File: src/rtl/tdm_frame_timer.sv
module tdm_frame_timer #(
  parameter int DIV_W = 10,
  parameter int CNT_W = 4
) (
  input  logic             clk,
  input  logic             rst_n,
  input  logic             bclk_en,
  input  logic             enable,
  input  logic             slave_mode,
  input  logic             long_sync,
  input  logic             early_align,
  input  logic [DIV_W-1:0] frame_div,
  input  logic [1:0]       slot_len_code,
  input  logic [CNT_W-1:0] slot_count,
  input  logic             fs_in,
  output logic             fs_out,
  output logic             active,
  output logic [DIV_W-4:0] slot_idx,
  output logic [4:0]       bit_idx,
  output logic             cfg_err
);

  localparam int NW = DIV_W + CNT_W + 7;

  logic [DIV_W-1:0] pos;
  logic             run;
  logic             fs_d;
  logic [5:0]       slen;
  logic [NW-1:0]    need;
  logic [NW-1:0]    flen;
  logic             ok;
  logic             rise;
  logic [DIV_W-1:0] pos_next;
  logic [DIV_W-1:0] slot_full;
  logic             sync_hit;

  assign slen = (slot_len_code == 2'd0) ? 6'd8 :
                (slot_len_code == 2'd1) ? 6'd16 : 6'd32;
  assign need = NW'(slen) * NW'(slot_count);
  assign flen = NW'(frame_div) + NW'(1);

  assign cfg_err = (slot_len_code == 2'd3) || (flen < need) ||
                   (long_sync && (slot_count <= CNT_W'(1)) && (flen <= NW'(slen)));

  assign ok       = enable && !cfg_err;
  assign rise     = fs_in && !fs_d;
  assign pos_next = (pos == frame_div) ? '0 : pos + DIV_W'(1);

  always_ff @(posedge clk or negedge rst_n) begin
    if (!rst_n) begin
      run  <= 1'b0;
      pos  <= '0;
      fs_d <= 1'b0;
    end else if (!ok) begin
      run  <= 1'b0;
      pos  <= '0;
      fs_d <= 1'b0;
    end else if (bclk_en) begin
      fs_d <= fs_in;
      if (slave_mode) begin
        if (rise) begin
          run <= 1'b1;
          pos <= (early_align && !long_sync) ? frame_div : '0;
        end else if (run) begin
          pos <= pos_next;
        end
      end else if (!run) begin
        run <= 1'b1;
        pos <= '0;
      end else begin
        pos <= pos_next;
      end
    end
  end

  always_comb begin
    if (long_sync)        sync_hit = NW'(pos) < NW'(slen);
    else if (early_align) sync_hit = (pos == frame_div);
    else                  sync_hit = (pos == '0);
  end

  always_comb begin
    case (slot_len_code)
      2'd0:    slot_full = pos >> 3;
      2'd1:    slot_full = pos >> 4;
      default: slot_full = pos >> 5;
    endcase
  end

  assign fs_out   = run && ok && !slave_mode && sync_hit;
  assign active   = run && ok && (NW'(pos) < need);
  assign slot_idx = active ? slot_full[DIV_W-4:0] : '0;
  assign bit_idx  = active ? (pos[4:0] & 5'(slen - 6'd1)) : '0;

endmodule

File: config.mk
export PLATFORM = sky130hd
export DESIGN_NAME = tdm_frame_timer
export DESIGN_NICKNAME = d
export VERILOG_FILES = /design/src/rtl/tdm_frame_timer.sv
export SDC_FILE = /design/constraint.sdc
export NUM_CORES = 1
export LEC_CHECK = 0
export ABC_AREA = 1
export BUFFER_PORTS_ARGS = -buffer_cell sky130_fd_sc_hd__buf_2
export CAP_MARGIN = 30
export CORE_MARGIN = 2
export CORE_UTILIZATION = 49
export DETAILED_ROUTE_END_ITERATION = 10
export PLACE_DENSITY = 0.72
export SLEW_MARGIN = 20
export SYNTH_ARGS = -nofsm -noshare
export SYNTH_HDL_FRONTEND = slang
export SYNTH_SLANG_ARGS = --single-unit
File: constraint.sdc
create_clock -name clk -period 3.3 [get_ports clk]
set_input_delay 0.165 -clock clk [delete_from_list [all_inputs] [get_ports clk]]
set_output_delay 0.165 -clock clk [all_outputs]
set_load 0.05 [all_outputs]
Word level (Yosys, flattened, before mapping)
Index checks and enable logic that the tools add are counted. W data, S select, Z words.

$mul: 1. Multiplexer cells: 21. Reduce and logical (&&, ||, !) cells: 19. $add $sub $neg: 3. $lt $le $gt $ge: 5. Eq/ne operators: 6. Bitwise logic cells: 1.

Operators with widths (count): $mux W10 (8); $pmux W7 S2 (1); $mux W6 (2); $add A10 B1 Y11 const B (1); $le A11 B6 Y1 (1); $lt A11 B10 Y1 (1); $add A10 B1 Y10 const B (1); $eq A10 B10 Y1 (1); $logic_not A10 Y1 (1); $lt A10 B10 Y1 (1); $lt A10 B6 Y1 (1); $mul A6 B4 Y10 (1); $logic_and A1 B1 Y1 (9); $mux W1 (8); $mux W7 (1); $and A5 B5 Y5 (1); $mux W5 (1); $sub A5 B1 Y5 const B (1); $le A4 B1 Y1 const B (1); $logic_not A1 Y1 (4); $ne A4 B3 Y1 const B (1); $reduce_and A2 Y1 (2); $ne A3 B2 Y1 const B (1); $eq A2 B1 Y1 const B (1); other kinds (4) (5).

Input port bits: 24. Logic and storage cells: 59. Output and inout bits: 15. Register bits: 12.

Logic depth before layout (Yosys ltp)
Depth after elaboration: 12. Mapped depth: 21. Mapped depth without buffers: 18.

Worst setup path before layout
OpenSTA, ideal clock, no wires.

Path type: input to output. From: input slot_len_code[1]. To: output slot_idx[1]. Arrival: 4251 ps. Stages: 18. Path buffers: 3. Slack: -1116 ps. Required time: 3135 ps. Path through: buf_2 > inv_1 > nand2_1 > clkbuf_1 > nor2_1 > fa_1 > ha_1 > fa_1 > nand3_1 > nand2_1 > xnor2_1 > ha_1 > o21ai_0 > inv_1 > nand2_1 > nand2_1 > buf_2 > nor3_1.

Longest elaborated chain between the ends: 12. Elaborated cells on any way between the ends: 18. Those cells by class: 1 x mul; 3 x order compare; 2 x eq/ne; 4 x mux; 8 x reduce/logical.

Ends and longest elaborated chain: from (decl) (RTL line 13) `input logic [1:0] slot_len_code,`; $eq A2 B1 Y1 (RTL line 38, 83); $mux W6 (RTL line 38) `(slot_len_code == 2'd1) ? 6'd16 : 6'd32;`; $mux W6 (RTL line 37) `assign slen = (slot_len_code == 2'd0) ? 6'd8 :`; $mul A6 B4 Y10 (RTL line 39) `assign need = NW'(slen) * NW'(slot_count);`; $lt A11 B10 Y1 (RTL line 42) `assign cfg_err = (slot_len_code == 2'd3) || (flen < need) ||`; $logic_or A1 B1 Y1 (2 in series) (RTL line 42); $logic_not A1 Y1 (RTL line 45) `assign ok = enable && !cfg_err;`; $logic_and A1 B1 Y1 (RTL line 45); $logic_and A1 B1 Y1 (2 in series) (RTL line 91) `assign active = run && ok && (NW'(pos) < need);`; $mux W7 (*) (RTL line 92) `assign slot_idx = active ? slot_full[DIV_W-4:0] : '0;`; to (decl) (RTL line 18) `output logic [DIV_W-4:0] slot_idx,`.

Mark *: on every way between the ends. The rest lies on a longest branch, timed or not.

Worst setup path after layout
From: input slot_len_code[1]. To: output slot_idx[5].

The elaborated chain is that of the path after synthesis.

==> reports/summary.txt <==
Seq/Total Area, Yosys = 12.7%
Routed vias/inst = 5.35
Clk pin slew, worst setup/hold paths = 0.06 ns
Worst IR Drop VDD = 0.203 mV
Worst-Margin Slew = 0.388 ns
Sink Count = 12
Worst EP arrival = 3.22 ns
CP max FO = 6
Maxcap violations = 0
Pwr Density = 216 mW/mm2
Worst hold endpoint = run
Crit path required time = 3.13 ns
DR WL met2 = 3200 um
Die width = 73.4 um
RSZ-0062 raised after global routing = yes
Largest net degree at the start of global routing = 13
Core ar. = 0.00469 mm2
Final net count = 487
Vias in the first global route = 2347
Tcrit/Tclk final = 102%
Adder-Cell Fraction of Synth Area = 17.6%
Wire length on met1 = 2900 um
CP Capture Type = primary output
Synth cell types = 36
Most common cell after layout, fill and taps aside = nand2_1
Synth area leaders = ha_1, nand2_1, dfrtp_1, inv_1, nor2_1
Routed wl met3 = 401 um
CTS buffer count = 3
Hold Startpoint = bclk_en
Wire per inst = 13.7 um
Area of the mapped netlist = 0.00236 mm2
Multiplexer share of the synthesized area = 0%
HPWL after DPL = 5150 um
Routed via count = 2591
Cell row count = 25
Hold-critical path depth = 3
Synth-to-layout area growth = 29.5%
Cells after synthesis = 382
H-tree levels = 1
EDFF count, synth = 0
Most frequent cells in the layout = nand2_1, inv_1, nor2_1
Post-Synth Simple-Gate Area = 39.6%
Post-synth top flop = dfrtp_1
CTS tree = built
Critical path startpoint category = primary input
Register bit count reported by yosys = 12
N_diodes = 0
Post-Synth XOR/XNOR Area = 4.45%
# setup viols final = 14
DRT Pass-1 Iters = 5
Worst r2r src = pos[1]
Post-synthesis compound-gate area fraction = 11.8%
Buffers on Ports = 38
Congestion Overflow GR = 0
Drt total wl = 6630 um
Clock skew = 0.00533 ns
R2R setup slack = 1.45 ns
Synth Area per Inst = 6.18 um2
# DRC = 0
Number of antenna violations at the first check in global routing = 0
Ys async rst share = 100%
Global placement routability congestion = 0.942
Chip height = 73.4 um
HP Class = primary input to flip-flop
IO Pins = 39
Max Root-Sink Buffers = 2
Cell leakage power = 0.00160 uW
Final antenna-violating net count = 0
Setup slack after layout = -0.0803 ns
First-pass GRT wire length = 10800 um
R2r worst-path depth = 10
Max Used Layer = met4
Fmax achieved = 296 MHz
Total GRT Usage = 25.7%
Slew Limit Headroom = 73.9%
Clock latency on the worst-skew pair = 0.25 ns
Kind of critical path = primary input to primary output
Non-filler cells, final = 484
Die area = 0.00539 mm2
Failing checks = negative setup slack
Share of the synthesized area in the top cell type = 15.9%
Cell taking the most area after synthesis = ha_1
Final hold viol count = 0
Final Critical Period = 3.38 ns
Placed cell count = 476
Clock root cell = clkbuf_8
Final Max Slew Viols = 0
Fraction of layout cells with a size suffix above 1 = 23.7%
1st-iter DRT viols = 286
Place WS = -0.222 ns
Status = complete, but fails checks
FF-to-FF End = pos[9]
Syn_nets = 438
Initial Util = 50.3%
Largest family of logic cells by synthesized area = simple AND/OR/NAND/NOR gates
Syn. warnings = 0
## cells in the mapped netlist, types with 2 or more instances
| cell type | number |
|---|---|
| o221ai_1 | 4 |
| inv_1 | 67 |
| dfrtp_1 | 12 |
| nand2_1 | 93 |
| nor2_2 | 4 |
| xnor2_1 | 3 |
| or2_2 | 2 |
| nor2_1 | 45 |
| o21ai_0 | 22 |
| clkbuf_2 | 3 |
| nor3_1 | 10 |
| nor3_2 | 10 |
| nand3b_1 | 3 |
| xor2_1 | 9 |
| a21oi_1 | 16 |
| fa_1 | 2 |
| nand4_1 | 3 |
| clkbuf_1 | 3 |
| nand2_2 | 5 |
| nand3_2 | 3 |
| ha_1 | 30 |
| o21ai_1 | 2 |
| nand3_1 | 15 |
| o22ai_1 | 2 |
| buf_2 | 3 |
## critical path: stages
cell and delay, ns:
buf_6 0.10, or2_4 0.27, nor2_4 0.12, fa_1 0.44
ha_4 0.25, fa_2 0.57, inv_2 0.05, ha_4 0.25
nand2_1 0.04, nand2_1 0.05, nand2_1 0.05, nand2_1 0.06
nand2_2 0.06, nand2_4 0.08, nand4_4 0.12, clkbuf_16 0.21
nor3_4 0.13, buf_6 0.18
## how the worst max path moves through the flow
| stage | startpoint | slack [ns] | endpoint |
|---|---|---|---|
| 2_1_floorplan | slot_len_code[1] | -0.31 | slot_idx[2] |
| 3_3_place_gp | slot_len_code[0] | -0.16 | slot_idx[1] |
| 3_5_place_dp | slot_len_code[0] | -0.22 | slot_idx[3] |
| 4_1_cts | slot_len_code[1] | -0.07 | bit_idx[1] |
| 5_1_grt | slot_len_code[1] | -0.22 | slot_idx[5] |
| 6_report | slot_len_code[1] | -0.08 | slot_idx[5] |
## registers in the layout, summed over array words and instances, names as in the netlist
signal	cells
pos	10
fs_d	1
run	1
## report_power, final
part	total (uW)	internal (uW)	switching, uW	leakage, uW
clock network	164	106	58.3	0.0000288
registers	160	152	8.58	0.000166
logic	336	133	203	0.00140
total	660	390	270	0.00160
## per-layer routing
metal  GRT usage [%]  vias to the layer above
met4            6.46                        0
met2            44.3                       99
met1            33.7                     1163
li1                -                     1312
met5               0                        -
met3            3.57                       17
## final cells by class
class | instances | area [um2]
multi-input cells | 290 | 1890
fillers | 432 | 1640
repair buffers | 55 | 483
flip-flops and latches | 12 | 300
inverters | 69 | 259
well taps | 54 | 67.6
clock buffers | 4 | 55.1
## cells by family after synthesis
family	Yosys count
xor+xnor	12
simple gates	196
flops	12
buf+inv	80
compound gates	50
fa+ha+maj	32
## through the flow
step | hold WS (ns) | total power [uW] | utilization, % | TNS [ns] | cell area, um2
after global routing | 0.206 | 708 | 65.1 | -2.69 | 3060
after floorplan | -0.131 | 375 | - | -3.69 | 2500
final | 0.203 | 660 | 65.1 | -0.751 | 3060
after global placement | 0.0613 | 450 | 59.3 | -1.72 | 2780
after detailed placement | 0.0623 | 456 | 59.3 | -2.43 | 2780
after CTS | 0.201 | 659 | 65.1 | -0.747 | 3050
## what timing repair did
| action | 4_1_cts | 5_1_grt |
|---|---|---|
| hold buffers | 1 | 0 |
| setup buffers | 1 | 0 |
| resized for setup | 44 | 2 |
| hold endpoints to repair | 12 | 0 |
| gates cloned | 2 | 0 |
| endpoints found under the setup margin | 14 | 15 |
| pin swaps | 8 | 2 |
No activity file was read; power rests on OpenSTA's default activity.
